[config.mk]
export PLATFORM = sky130hd
export DESIGN_NAME = rx_status_fifo
export DESIGN_NICKNAME = d
export VERILOG_FILES = /design/src/rtl/rxq_pkg.sv /design/src/rtl/rxq_store.sv /design/src/rtl/rxq_errstat.sv /design/src/rtl/rxq_flow.sv /design/src/rtl/rx_status_fifo.sv
export SDC_FILE = /design/constraint.sdc
export NUM_CORES = 1
export LEC_CHECK = 0
export BUFFER_PORTS_ARGS = -buffer_cell sky130_fd_sc_hd__clkbuf_2
export CAP_MARGIN = 10
export CORE_MARGIN = 3
export CORE_UTILIZATION = 25
export CTS_CLUSTER_SIZE = 10
export DETAILED_ROUTE_END_ITERATION = 8
export GPL_TIMING_DRIVEN = 0
export PLACE_DENSITY = 0.41
export SLEW_MARGIN = 10
export SYNTH_ARGS = -nofsm -noshare
export SYNTH_HDL_FRONTEND = slang
export SYNTH_SLANG_ARGS = --single-unit
[constraint.sdc]
create_clock -name clk -period 4.75 [get_ports clk]
set_input_delay 0.475 -clock clk [delete_from_list [all_inputs] [get_ports clk]]
set_output_delay 0.475 -clock clk [all_outputs]
set_load 0.01 [all_outputs]
[src/rtl/rxq_pkg.sv]
package rxq_pkg;
   localparam int ST_W   = 3;
   localparam int ST_PAR = 0;
   localparam int ST_FRM = 1;
   localparam int ST_BRK = 2;
   typedef logic [ST_W-1:0] rxq_stat_t;
endpackage

[src/rtl/rxq_store.sv]
module rxq_store
   import rxq_pkg::*;
#(
   parameter int DEPTH  = 3,
   parameter int DATA_W = 8,
   localparam int PW = (DEPTH > 1) ? $clog2(DEPTH) : 1,
   localparam int CW = $clog2(DEPTH + 1)
) (
   input  logic              clk,
   input  logic              rst_n,
   input  logic              push,
   input  logic [DATA_W-1:0] push_data,
   input  rxq_stat_t         push_stat,
   input  logic              pop,
   input  logic              rx_rst,
   output logic              push_ok,
   output logic [CW-1:0]     cnt,
   output logic [DATA_W-1:0] head_data,
   output rxq_stat_t         head_stat,
   output rxq_stat_t         next_stat
);
   localparam logic [CW-1:0] CNT_MAX = CW'(DEPTH);

   logic [DATA_W-1:0] data_q [DEPTH];
   rxq_stat_t         stat_q [DEPTH];
   logic [PW-1:0]     rd_q, wr_q, rd_inc, wr_inc;
   logic [CW-1:0]     cnt_q;
   logic              pop_dec;

   generate
      if ((1 << PW) == DEPTH) begin : g_pow2
         assign rd_inc = rd_q + 1'b1;
         assign wr_inc = wr_q + 1'b1;
      end else begin : g_wrap
         assign rd_inc = (rd_q == PW'(DEPTH - 1)) ? '0 : rd_q + 1'b1;
         assign wr_inc = (wr_q == PW'(DEPTH - 1)) ? '0 : wr_q + 1'b1;
      end
   endgenerate

   assign push_ok = push && !rx_rst && ((cnt_q != CNT_MAX) || pop);
   assign pop_dec = pop && !rx_rst && (cnt_q != '0);

   always_ff @(posedge clk or negedge rst_n) begin
      if (!rst_n) begin
         rd_q  <= '0;
         wr_q  <= '0;
         cnt_q <= '0;
      end else if (rx_rst) begin
         rd_q  <= wr_q;
         cnt_q <= '0;
      end else begin
         if (push_ok) wr_q <= wr_inc;
         if (pop)     rd_q <= rd_inc;
         cnt_q <= cnt_q + CW'(push_ok) - CW'(pop_dec);
      end
   end

   always_ff @(posedge clk or negedge rst_n) begin
      if (!rst_n) begin
         for (int i = 0; i < DEPTH; i++) begin
            data_q[i] <= '0;
            stat_q[i] <= '0;
         end
      end else if (rx_rst) begin
         stat_q[wr_q] <= '0;
      end else if (push_ok) begin
         data_q[wr_q] <= push_data;
         stat_q[wr_q] <= push_stat;
      end
   end

   assign cnt       = cnt_q;
   assign head_data = data_q[rd_q];
   assign head_stat = stat_q[rd_q];
   assign next_stat = stat_q[rd_inc];

   p_cnt_bound_r2: assert property (@(posedge clk) disable iff (!rst_n)
      cnt_q <= CNT_MAX);
   p_flush_empty_r7: assert property (@(posedge clk) disable iff (!rst_n)
      rx_rst |=> (cnt_q == '0) && (rd_q == wr_q));
   p_no_overflow_r9: assert property (@(posedge clk) disable iff (!rst_n)
      (push && !rx_rst && !pop && cnt_q == CNT_MAX) |=> (cnt_q == CNT_MAX) && $stable(wr_q));
   p_empty_pop_moves_r10: assert property (@(posedge clk) disable iff (!rst_n)
      (pop && !rx_rst && cnt_q == '0) |=> (rd_q != $past(rd_q)));
endmodule

[src/rtl/rxq_errstat.sv]
module rxq_errstat
   import rxq_pkg::*;
#(
   parameter int DEPTH = 3,
   localparam int CW = $clog2(DEPTH + 1)
) (
   input  logic          clk,
   input  logic          rst_n,
   input  logic          blk_mode,
   input  logic          err_rst,
   input  logic          push,
   input  logic          push_ok,
   input  rxq_stat_t     push_stat,
   input  logic          pop,
   input  logic          rx_rst,
   input  logic [CW-1:0] cnt,
   input  rxq_stat_t     head_stat,
   input  rxq_stat_t     next_stat,
   output rxq_stat_t     stat_o,
   output logic          overrun_o
);
   localparam logic [CW-1:0] CNT_MAX = CW'(DEPTH);

   rxq_stat_t acc_q, arrive;
   logic      ovr_q, ovr_set;

   always_comb begin
      arrive = '0;
      if (push_ok && ((cnt == '0) || ((cnt == CW'(1)) && pop)))
         arrive = push_stat;
      else if (pop && !rx_rst && (cnt >= CW'(2)))
         arrive = next_stat;
   end

   assign ovr_set = push && !rx_rst && !pop && (cnt == CNT_MAX);

   always_ff @(posedge clk or negedge rst_n) begin
      if (!rst_n) begin
         acc_q <= '0;
         ovr_q <= 1'b0;
      end else begin
         acc_q <= (err_rst ? '0 : acc_q) | arrive;
         if (ovr_set)      ovr_q <= 1'b1;
         else if (err_rst) ovr_q <= 1'b0;
      end
   end

   assign stat_o    = blk_mode ? acc_q : head_stat;
   assign overrun_o = ovr_q;

   p_ovr_set_r9: assert property (@(posedge clk) disable iff (!rst_n)
      ovr_set |=> ovr_q);
   p_ovr_sticky_r9: assert property (@(posedge clk) disable iff (!rst_n)
      (ovr_q && !err_rst) |=> ovr_q);
   p_acc_sticky_r5: assert property (@(posedge clk) disable iff (!rst_n)
      !err_rst |=> ((acc_q & $past(acc_q)) == $past(acc_q)));
endmodule

[src/rtl/rxq_flow.sv]
module rxq_flow (
   input  logic clk,
   input  logic rst_n,
   input  logic auto_en,
   input  logic start_det,
   input  logic is_full,
   output logic rts_o
);
   logic rts_q;

   always_ff @(posedge clk or negedge rst_n) begin
      if (!rst_n)                    rts_q <= 1'b1;
      else if (!auto_en)             rts_q <= 1'b1;
      else if (start_det && is_full) rts_q <= 1'b0;
      else if (!is_full)             rts_q <= 1'b1;
   end

   assign rts_o = rts_q;

   p_rts_drop_r8: assert property (@(posedge clk) disable iff (!rst_n)
      (auto_en && start_det && is_full) |=> !rts_q);
   p_rts_manual_r8: assert property (@(posedge clk) disable iff (!rst_n)
      !auto_en |=> rts_q);
endmodule

[src/rtl/rx_status_fifo.sv]
module rx_status_fifo
   import rxq_pkg::*;
#(
   parameter int DEPTH  = 3,
   parameter int DATA_W = 8
) (
   input  logic              clk,
   input  logic              rst_n,
   input  logic              push_i,
   input  logic [DATA_W-1:0] push_data_i,
   input  logic [2:0]        push_stat_i,
   input  logic              pop_i,
   input  logic              err_rst_i,
   input  logic              rx_rst_i,
   input  logic              blk_mode_i,
   input  logic              auto_rts_i,
   input  logic              start_det_i,
   output logic [DATA_W-1:0] rd_data_o,
   output logic [2:0]        stat_o,
   output logic              ready_o,
   output logic              full_o,
   output logic              overrun_o,
   output logic              rts_o
);
   localparam int CW = $clog2(DEPTH + 1);

   generate
      if (DEPTH < 2) begin : g_bad_depth
         $error("rx_status_fifo: DEPTH must be at least 2");
      end
      if (DATA_W < 1) begin : g_bad_width
         $error("rx_status_fifo: DATA_W must be positive");
      end
   endgenerate

   logic          push_ok;
   logic [CW-1:0] cnt;
   rxq_stat_t     head_stat, next_stat, rep_stat;

   rxq_store #(.DEPTH(DEPTH), .DATA_W(DATA_W)) u_store (
      .clk(clk), .rst_n(rst_n), .push(push_i), .push_data(push_data_i),
      .push_stat(push_stat_i), .pop(pop_i), .rx_rst(rx_rst_i),
      .push_ok(push_ok), .cnt(cnt), .head_data(rd_data_o),
      .head_stat(head_stat), .next_stat(next_stat)
   );

   rxq_errstat #(.DEPTH(DEPTH)) u_stat (
      .clk(clk), .rst_n(rst_n), .blk_mode(blk_mode_i), .err_rst(err_rst_i),
      .push(push_i), .push_ok(push_ok), .push_stat(push_stat_i), .pop(pop_i),
      .rx_rst(rx_rst_i), .cnt(cnt), .head_stat(head_stat),
      .next_stat(next_stat), .stat_o(rep_stat), .overrun_o(overrun_o)
   );

   assign ready_o = (cnt != '0);
   assign full_o  = (cnt == CW'(DEPTH));
   assign stat_o  = rep_stat;

   rxq_flow u_flow (
      .clk(clk), .rst_n(rst_n), .auto_en(auto_rts_i), .start_det(start_det_i),
      .is_full(full_o), .rts_o(rts_o)
   );

   p_ready_after_push_r2: assert property (@(posedge clk) disable iff (!rst_n)
      (push_i && !rx_rst_i) |=> ready_o);
   p_flush_not_ready_r7: assert property (@(posedge clk) disable iff (!rst_n)
      rx_rst_i |=> !ready_o);
endmodule

## Word-level counts from Yosys, hierarchy flattened

Cells that the tools add are included.

- Word-level logic and storage cells: 86
- Flip-flop bits (word level): 44
- Output and inout port bits: 15
- Bits of input ports: 20

- Bitwise operators: 7
- Multiplexer cells: 31
- Add/sub/neg operators: 4
- Reduce and logical (&&, ||, !) cells: 21
- Order comparisons: 5
- Equal/unequal tests: 6

Operators with widths:

| cell | count |
|---|---|
| 3-bit two-way mux | 9 |
| 24-bit bitwise mux | 1 |
| 8-bit two-way mux | 3 |
| 9-bit two-way mux | 2 |
| 8-bit binary-select mux with 2-bit select | 1 |
| 8-bit demux with 2-bit select | 1 |
| 3-bit binary-select mux with 2-bit select | 2 |
| 1-bit logical AND | 11 |
| 2-bit two-way mux | 5 |
| 9-bit AND | 1 |
| 9-bit bitwise mux | 1 |
| 3-bit >= comparator, second input constant | 3 |
| 2-bit NOT with 3-bit output | 3 |
| 9-bit NOT | 1 |
| 2-bit nonzero test | 4 |
| 3-bit demux with 2-bit select | 1 |
| 2-bit == test, second input constant | 3 |
| 1-bit two-way mux | 5 |
| 2-bit by 1-bit adder with 2-bit output, second input constant | 2 |
| 3-bit by 1-bit < comparator with 1-bit output, second input constant | 1 |
| 3-bit inequality test, second input constant | 1 |
| 3-bit bitwise OR | 1 |
| 2-bit by 1-bit adder with 2-bit output | 1 |
| 2-bit by 1-bit == test with 1-bit output, second input constant | 1 |
| 8 further kinds | 10 |

## Logic depth before layout (Yosys ltp)

Gate-level depths: netlist (run 1).

- Depth after elaboration: 9
- Gate-level depth with buffers: 7
- Mapped depth without buffers: 6

## Hierarchy

A second synthesis (run 1) with hierarchy kept.

- Cells, all modules: 201
- Area total of the unflattened synthesis: 2386.0 µm²

By module, submodules not included:

| module | sequential area each (µm²) | area each (µm²) | instances | cells each |
|---|---|---|---|---|
| rxq_store | 975.9 | 2098.3 | 1 | 177 |
| rxq_errstat | 100.1 | 231.5 | 1 | 19 |
| rxq_flow | 26.3 | 42.5 | 1 | 3 |
| rx_status_fifo | 0.0 | 13.8 | 1 | 2 |

## Worst setup path after synthesis (run 1)

No wires, ideal clock.

- Path kind: reg-to-output
- Start: reg u_store.rd_q[0]
- End: out stat_o[1]
- Required time: 4.275 ns
- Setup slack: 2.996 ns
- Arrival time: 1.279 ns
- Buffers on the path: 2
- Cell stages (with the launch flop): 6
- Cell sequence: dfrtp_1 > clkbuf_1 > nor2b_1 > buf_2 > a211oi_1 > a21oi_1

- Cells in the longest elaborated chain, start to end: 5

Ends and longest elaborated chain:

| item | RTL line | RTL |
|---|---|---|
| from (decl) | rxq_store.sv:26 | `logic [PW-1:0] rd_q, wr_q, rd_inc, wr_inc;` |
| from (signal assigned) | rxq_store.sv:49 | `rd_q <= wr_q;` |
| from (signal assigned) | rxq_store.sv:53 | `if (pop) rd_q <= rd_inc;` |
| 2-bit NOT with 3-bit output (not written as such) | rxq_store.sv:74 | `assign head_stat = stat_q[rd_q];` |
| 3-bit binary-select mux with 2-bit select | rxq_store.sv:74 |  |
| 3-bit two-way mux (not written as such) (2 in a row) | rxq_store.sv:74 |  |
| 3-bit two-way mux | rxq_errstat.sv:48 | `assign stat_o = blk_mode ? acc_q : head_stat;` |
| to (decl) | rx_status_fifo.sv:19 | `output logic [2:0] stat_o,` |

No other way between the ends. The select of a mux whose other input is x is not followed.

## Worst setup path in the final report (run 1)

Ends and elaborated chain as after synthesis.

==> results.yml, run 1 <==
run_status:
  status: "complete, no violations"
floorplan:
  num_io_pins: 35
  dieArea_um2: 10400
  core-area_um2: 8810
  start_util_pct: 26.0
  dieWidth_um: 102
  num_rows: 34
  die_h_um: 102
final_layout:
  fillers: 945
  fin_util_pct: 30.5
  diodes: 0
  areaGrowthSynthToFinish_pct: 17.4
  fin_nets: 264
  final_layout_size_suffix_gt1_share_pct: 34.0
grt:
  use_met3_pct: 2.48
  met1_usage_pct: 14.6
  grt-ovfl-total: 0
  grt_max_degree: 45
  grt_util_all_layers_pct: 11.2
  grt_pass1_wl_mm: 8.89
  grt_pass1_vias: 1715
  antenna_found_initial: 0
  grt-busiest-layer: "met2"
  grt_use_met2_pct: 19.1
clock_tree:
  cts_tree: "built"
  cts_resized: 0
  htree_levels: 2
  post_cts_buffers: 0
  clock-sinks: 44
  clk_latency_ps: 300
  cts_buffers: 5
  clkTransAtPathRegs_ps: 90
  cts-root-buf: "clkbuf_8"
  cts_max_path_buffers: 2
  holdBufCountCts: 0
place:
  portBuffers: 33
  place_ws_ps: 2440
  place_congestion: 0.754
  dp_hpwl_mm: 3.88
synthesis:
  ys_ff_latch: 44
  avgSynthCellArea_um2: 11.3
  synth-edff-count: 0
  yosysUniqueCellTypes: 38
  syn_nets: 224
  synth_top_area_share_pct: 46.9
  synth-seq-area-share_pct: 48.1
  synth_top_area_cell: "dfrtp_1"
  synth_ff_type: "dfrtp_1"
  syn_inst: 203
  synth.top_cells.by_area: "dfrtp_1 (47%), mux2_2 (7.4%), mux2i_1 (7.0%), mux2_4 (5.2%), a221o_1 (3.9%)"
  synth-async-reset-ratio_pct: 100
  yosys_warnings: 0
  synth_area_um2: 2290
power_and_ir_drop:
  p_per_area_nw_per_um2: 541
  ir_drop_v: 0.000218
  cellLeakagePower_nw: 1.24
  finalPower_mw: 1.46
timing:
  rsz0062_at_grt: "no"
  setup_tns_ps: 0
  timing.fmax_mhz: 394
  period_share_pct: 53.4
  fin_skew_ps: 4.65
  tightest_slew_ps: 1050
  hold_ws_ps: 304
  period_minus_slack_ps: 2540
  setup_slack_ps: 2210
  final_max_slew_viol_count: 0
  setup_viol: 0
  hold_viol: 0
  slew_headroom_pct: 30.2
worst_setup_path:
  critical_path.max_fanout: 10
  worstPathCellList: "clkbuf_1, clkbuf_1, nor2_1, a211oi_1, a21oi_1, clkbuf_2"
  max_stage_delay_ps: 450
  cp.arrival_ps: 2060
  cp-start-kind: "register"
  crit_top_cell: "clkbuf_1"
  crit_path_end_kind: "output port"
  slowest_stage: "clkbuf_1"
  cp.required_ps: 4280
  critPathKind: "reg2out"
route:
  drtIter0Drc: 55
  drt-wirelength-per-cell_um: 15.5
  dr.pass1.iters: 4
  viasPerCell: 4.68
  drc: 0
  vias: 1647
  wirelength_mm: 5.46
  drtAntennaViolNets: 0
run:
  cap_violations: 0
hold_path:
  hp-class: "in2reg"
[cell type report]
cell class                      instances  area (µm²)  share of cell area [%]
Clock buffer                            6        82.6                    3.07
Clock inverter                          2        15.0                   0.558
Sequential cell                        44        1100                    41.0
Inverter                                4        15.0                   0.558
Multi-Input combinational cell        143        1110                    41.2
Tap cell                              108         135                    5.02
Buffer                                 12        67.6                    2.51
Timing Repair Buffer                   33         165                    6.14
[metal layers]
metal  wire length, µm  vias to the layer above
li1                  -                      804
met1              2590                      804
met2              2590                       34
met3               241                        5
met4                32                        0
met5                 0                        -
[state kept, by name (all words and copies together) (netlist names)]
name / count
u_store.cnt: 2
u_store.wr_q: 2
u_store.rd_q: 2
u_store.stat_q: 9
u_stat.overrun_o: 1
u_stat.acc_q: 3
u_store.data_q: 24
u_flow.rts_o: 1
[worst max-delay path, delay by kind of cell, from the launching register on]
family                 cells  cell delay (ps)
and+or+nand+nor            1              110
DFF                        1              330
AOI/OAI and AO/OA          2              380
buffers and inverters      3              960
[path summary, 6_finish.rpt]
check                                       start           endpoint  slack, ps  cells past startpoint
worst max-delay path              u_store.rd_q[0]          stat_o[1]       2210                      6
worst min-delay path                   auto_rts_i       u_flow.rts_o        300                      2
worst max register to register    u_store.rd_q[0]    u_store.rd_q[1]       3110                      5
worst min register to register  u_store.data_q[4]  u_store.data_q[4]        500                      1
max in group asynchronous                   rst_n  u_store.stat_q[2]       3740                      1
min in group asynchronous                   rst_n   u_stat.overrun_o        330                      1
[per-stage QoR]
step | instances | cell area [µm²]
after global placement | 344 | 2590
after floorplan | 203 | 2290
after CTS | 352 | 2690
after global routing | 352 | 2690
after detailed placement | 344 | 2590
final | 352 | 2690
[cell usage after synthesis (4+ instances only)]
master and count:
mux2_4 8, nor2_1 10, nor3b_1 6, nand2_1 20
buf_2 6, nand2b_1 7, clkbuf_1 4, dfrtp_1 43
mux2i_1 16, a21oi_1 4, mux2_2 15, inv_1 4
o21ai_0 16, a221o_1 9
[power by group]
group | leakage (nW) | internal, mW | total (mW) | switching, mW
Sequential | 0.541 | 0.530 | 0.637 | 0.107
Combinational | 0.657 | 0.295 | 0.562 | 0.267
Clock | 0.0434 | 0.118 | 0.257 | 0.139
Total | 1.24 | 0.944 | 1.46 | 0.512
[placed cells by master, fill, tap and decap left out, types with 2 or more instances in the layout]
cell,instances
xor2_1,2
nor2_1,10
mux2i_1,16
clkbuf_8,6
or3_1,2
buf_2,7
clkbuf_2,32
and3_2,3
nor2b_1,2
nand2_1,20
inv_1,4
buf_6,2
a211oi_1,3
mux2_4,8
clkbuf_1,4
or2_1,2
a221o_1,9
mux2_2,15
o221ai_1,3
a21oi_1,4
dfrtp_1,43
nand2b_1,7
o21ai_0,16
clkinvlp_4,2
nor3b_1,6
[cells by family (layout without fill, tap and decap cells)]
logic type      Yosys count  count (layout)  synth area share [%]
flops                    44              44                  48.1
xor+xnor                  2               2                 0.764
buf+inv                  16              57                  3.60
simple gates             64              64                  16.2
fa+ha+maj                 1               1                 0.546
mux                      40              40                  20.1
compound gates           36              36                  10.7
(Power assumes the default switching activity.)
==> run 2, diff against run 1 <==
- ABC_AREA: unset -> 1
- PLACE_DENSITY: 0.41 -> 0.42
- clock period: 4.75 -> 2.1 ns (I/O delays scaled with it)
==> results.yml, run 2 <==
power_and_ir_drop:
  cellLeakagePower_nw: 1.30
  ir_drop_v: 0.000366
  p_per_area_nw_per_um2: 1230
final_layout:
  final_common_cell: "nand2_1"
  fin_nets: 314
  final_area_um2: 2510
  areaGrowthSynthToFinish_pct: 20.3
  regMostFlops: "u_store.data_q"
  final_layout_size_suffix_gt1_share_pct: 19.4
  fin_util_pct: 31.7
  stdcell_count: 396
  multiInputGateArea_um2: 815
  reg_top3: "u_store.data_q (24), u_store.stat_q (9), u_stat.acc_q (3)"
  largest_reg_flops: 24
  final-seq-area_um2: 1100
  fillers: 865
  diodes: 0
  layout_common_cells: "nand2_1 (71), dfrtp_1 (43), clkbuf_2 (33), inv_1 (31)"
clock_tree:
  cts_max_path_buffers: 2
  cts_tree: "built"
  clk_latency_ps: 290
  clock-sinks: 44
  htree_levels: 2
  cts-root-buf: "clkbuf_8"
  cts_buffers: 5
  clkTransAtPathRegs_ps: 80
grt:
  grt_max_degree: 45
  antenna_found_initial: 0
  grt_util_all_layers_pct: 12.5
  grt_pass1_vias: 1838
  grt-ovfl-total: 0
  grt_pass1_wl_mm: 9.60
route:
  wirelength_mm: 5.42
  drtAntennaViolNets: 0
  drc: 0
  drt-wirelength-per-cell_um: 13.7
  vias: 1766
  dr.pass1.iters: 4
  viasPerCell: 4.46
  drtIter0Drc: 102
worst_setup_path:
  critical_path.max_fanout: 10
  cp.required_ps: 1890
  cp.arrival_ps: 1740
  crit_path_end_kind: "output port"
  max_stage_delay_ps: 450
  slowest_stage: "dfrtp_1"
  path_buf_inv: 2
  critPathKind: "reg2out"
  cpLargestDelayFamily: "buffers and inverters"
  worstPathCellList: "nor2_1, clkbuf_4, a22oi_1, a31oi_1, clkbuf_2"
  cp-start-kind: "register"
synthesis:
  syn_nets: 272
  synth_top_area_cell: "dfrtp_1"
  ys_ff_latch: 44
  syn_inst: 251
  synth_area_um2: 2090
  synth.top_cells.by_area: "dfrtp_1 (52%), nand2_1 (13%), inv_1 (5.6%), o21ai_0 (5.5%), o21ai_1 (5.5%)"
  synth-async-reset-ratio_pct: 100
  synth-seq-area-share_pct: 52.8
  yosys_warnings: 0
  avgSynthCellArea_um2: 8.31
  synth-edff-count: 0
  yosysUniqueCellTypes: 23
  netlist_top_cells_count: "nand2_1 (71), dfrtp_1 (43), inv_1 (31), o21ai_0 (23), o21ai_1 (23)"
  synth_top_area_share_pct: 51.6
  synth_most_common_cell: "nand2_1"
  synth_ff_type: "dfrtp_1"
timing:
  rsz0062_at_grt: "no"
  setup_tns_ps: 0
  period_share_pct: 92.8
  timing.fmax_mhz: 513
  tightest_slew_ps: 633
  period_minus_slack_ps: 1950
  hold_ws_ps: 82.9
  final_max_slew_viol_count: 0
  setup_viol: 0
  slew_headroom_pct: 57.8
  fin_skew_ps: 4.80
  hold_viol: 0
place:
  place_congestion: 0.794
  dp_hpwl_mm: 3.78
  place_area_um2: 2390
  dp_cells: 387
  portBuffers: 34
hold_path:
  hp-class: "in2reg"
floorplan:
  core-area_um2: 7930
  start_util_pct: 26.3
  dieWidth_um: 97.4
  num_rows: 32
  dieArea_um2: 9480
  num_io_pins: 35
  die_h_um: 97.4
run:
  cap_violations: 0
run_status:
  status: "complete, no violations"
## run 2: final timing paths
kind / start / to / slack (ps) / cells past startpoint
max in group asynchronous: rst_n / u_store.stat_q[2] / 1180 / 2
worst min-delay path: auto_rts_i / u_flow.rts_o / 80 / 2
worst max register to register: u_store.cnt[0] / u_store.cnt[1] / 700 / 9
worst max-delay path: u_store.rd_q[1] / stat_o[0] / 150 / 5
min in group asynchronous: rst_n / u_stat.acc_q[0] / 490 / 2
worst min register to register: u_stat.overrun_o / u_stat.overrun_o / 490 / 2
## run 2: what timing repair did
action                     4_1_cts  5_1_grt
resized for setup                0        2
buffers inserted                 0        0
hold buffers                     1        0
setup endpoints to repair        0        2
hold endpoints to repair        43        0
## run 2: power by group
part	leakage, nW	switching [mW]	internal (mW)
Combinational	0.683	0.628	0.420
Sequential	0.561	0.205	1.18
Clock	0.0552	0.292	0.353
## run 2: routing by layer
metal	global-route usage, %	up-vias	share of wire (%)
met3	3.23	2	3.6
met1	17.9	835	52
met4	3.19	0	0.83
li1	-	898	-
met5	0	-	0
met2	18.8	31	44
## run 2: metrics by stage
step	total power, mW	worst slack [ps]
2_1_floorplan	2.06	743
3_3_place_gp	2.44	409
3_5_place_dp	2.45	415
4_1_cts	3.12	82.1
5_1_grt	3.37	3.29
6_report	3.08	151
## run 2: logic make-up (layout without fill, tap and decap cells)
family / Yosys count / in the layout / synth area share, %
AND/OR/NAND/NOR: 98 / 98 / 19.8
AO/OA/AOI/OAI: 68 / 68 / 18.6
flip-flops: 44 / 44 / 52.8
buffers and inverters: 40 / 83 / 8.15
adder cells (fa/ha/maj): 1 / 1 / 0.599
## run 2: worst register-to-register path, delay by kind of cell (launching register included)
| kind | cells | cell delay [ps] |
|---|---|---|
| flops | 1 | 440 |
| fa+ha+maj | 1 | 190 |
| compound gates | 1 | 70 |
| simple gates | 7 | 630 |
## run 2: area by class of cell
cell class              count  area share [%]
plain buffers               8            2.19
multi-input cells         167            32.5
repair buffers             35            7.28
flip-flops and latches     44            43.9
clock buffers               6            2.89
inverters                  32            4.79
well taps                 102            5.08
clock inverters             2            1.40
==> run 3, diff against run 2 <==
- CELL_PAD_IN_SITES_DETAIL_PLACEMENT: unset -> 0
- CELL_PAD_IN_SITES_GLOBAL_PLACEMENT: unset -> 1
- PLACE_DENSITY: 0.42 -> 0.53
==> results.yml, run 3 (synthesized netlist as in run 2, its figures left out) <==
run_status:
  status: "complete, no violations"
place:
  portBuffers: 34
  place_area_um2: 2380
  dp_hpwl_mm: 3.88
  place_congestion: 0.712
route:
  wirelength_mm: 5.69
  drc: 0
  drtAntennaViolNets: 0
  drt-wirelength-per-cell_um: 14.4
  viasPerCell: 4.55
  dr.pass1.iters: 4
  drtIter0Drc: 82
  vias: 1794
clock_tree:
  post_cts_buffers: 0
  cts_max_path_buffers: 2
  clkTransAtPathRegs_ps: 90
  clk_latency_ps: 300
  clock-sinks: 44
  cts_tree: "built"
  holdBufCountCts: 0
  cts_buffers: 5
  htree_levels: 2
  cts-root-buf: "clkbuf_8"
timing:
  setup_tns_ps: 0
  period_share_pct: 92.6
  fin_skew_ps: 9.10
  timing.fmax_mhz: 514
  rsz0062_at_grt: "no"
  final_max_slew_viol_count: 0
  slew_headroom_pct: 32.4
  tightest_slew_ps: 1010
  hold_viol: 0
  setup_viol: 0
  period_minus_slack_ps: 1950
  hold_ws_ps: 63.0
grt:
  grt_util_all_layers_pct: 12.3
  antenna_found_initial: 0
  grt_max_degree: 45
  grt-ovfl-total: 0
  grt_pass1_wl_mm: 9.34
  grt_pass1_vias: 1785
worst_setup_path:
  cp.required_ps: 1890
  critPathKind: "reg2out"
  r2r_start: "u_store.cnt[0]"
  r2r_slack_ps: 650
  critical_path.max_fanout: 10
  setup.worst_path.start: "u_store.rd_q[1]"
  path_buf_inv: 4
  r2r_end: "u_store.cnt[1]"
  cp.arrival_ps: 1740
  max_stage_delay_ps: 460
  worstPathCellList: "inv_1, nand2_1, inv_1, clkbuf_4, a22oi_1, a31oi_1, clkbuf_2"
  crit_path_end_kind: "output port"
  setup.worst_path.end: "stat_o[1]"
  crit_top_cell: "inv_1"
  slowest_stage: "dfrtp_2"
  r2r_cells: 8
  cpLargestDelayFamily: "buffers and inverters"
  cp-start-kind: "register"
  crit_cells: 7
floorplan:
  core-area_um2: 7930
  start_util_pct: 26.3
  die_h_um: 97.4
  num_io_pins: 35
  dieArea_um2: 9480
  dieWidth_um: 97.4
  num_rows: 32
final_layout:
  areaGrowthSynthToFinish_pct: 20.9
  fillers: 876
  final_common_cell: "nand2_1"
  layout_common_cells: "nand2_1 (71), dfrtp_1 (42), clkbuf_2 (33), inv_1 (31)"
  largest_reg_flops: 24
  fin_nets: 313
  diodes: 0
  final_layout_size_suffix_gt1_share_pct: 20.2
  final_area_um2: 2520
  regMostFlops: "u_store.data_q"
  reg_top3: "u_store.data_q (24), u_store.stat_q (9), u_stat.acc_q (3)"
run:
  cap_violations: 0
hold_path:
  hp-class: "in2async"
power_and_ir_drop:
  cellLeakagePower_nw: 1.30
  ir_drop_v: 0.000298
  p_per_area_nw_per_um2: 1280
-- run 3: cell count changes in the layout (fill, tap and decap cells not counted), sizes merged --
| cell | previous run | this run |
|---|---|---|
| clkbuf | 42 | 40 |
| buf | 6 | 7 |
| bufinv | 1 | 2 |
| clkinv | 1 | 0 |
| dlygate4sd3 | 1 | 0 |
-- run 3: stage by stage --
step | cells | utilization [%] | total power, mW | worst slack (ps)
floorplan | 251 | - | 2.06 | 743
global placement | 387 | 30.1 | 2.46 | 377
detailed placement | 387 | 30.1 | 2.47 | 358
CTS | 394 | 31.7 | 3.25 | 37.2
global route | 394 | 31.8 | 3.48 | 28.2
finish | 394 | 31.8 | 3.22 | 154
-- run 3: worst min path at each step --
stage,cells past startpoint,start,end,slack (ps)
floorplan,0,rst_n,u_stat.acc_q[0],-90
global placement,2,auto_rts_i,u_flow.rts_o,380
detailed placement,2,auto_rts_i,u_flow.rts_o,390
CTS,2,auto_rts_i,u_flow.rts_o,60
global route,2,start_det_i,u_flow.rts_o,60
finish,1,rst_n,u_store.data_q[4],60
-- run 3: routing by layer --
metal / global-route usage (%) / part of all wire [%] / vias to the layer above
met5: 0 / 0 / -
met4: 3.83 / 0.63 / 0
met3: 2.15 / 3.7 / 4
met2: 20.1 / 49 / 40
met1: 16.6 / 47 / 854
li1: - / - / 896
-- run 3: final cells by class --
type                            instances  area, µm²  area share (%)
Buffer                                  8       55.1            2.18
Clock buffer                            5       68.8            2.73
Clock inverter                          2       60.1            2.38
Inverter                               32        120            4.76
Multi-Input combinational cell        167        817            32.4
Sequential cell                        44       1100            43.8
Tap cell                              102        128            5.06
Timing Repair Buffer                   34        170            6.75
-- run 3: where the power goes --
| group | total (mW) | switching [mW] | internal [mW] | leakage [nW] |
|---|---|---|---|---|
| Sequential | 1.39 | 0.208 | 1.18 | 0.559 |
| Clock | 0.778 | 0.309 | 0.469 | 0.0642 |
| Combinational | 1.05 | 0.632 | 0.421 | 0.678 |
| Total | 3.22 | 1.15 | 2.07 | 1.30 |
-- run 3: repair_timing --
item / CTS / global route
setup endpoints to repair: 0 / 9
gates resized for setup: 0 / 4
endpoints found under the hold margin: 0 / 0
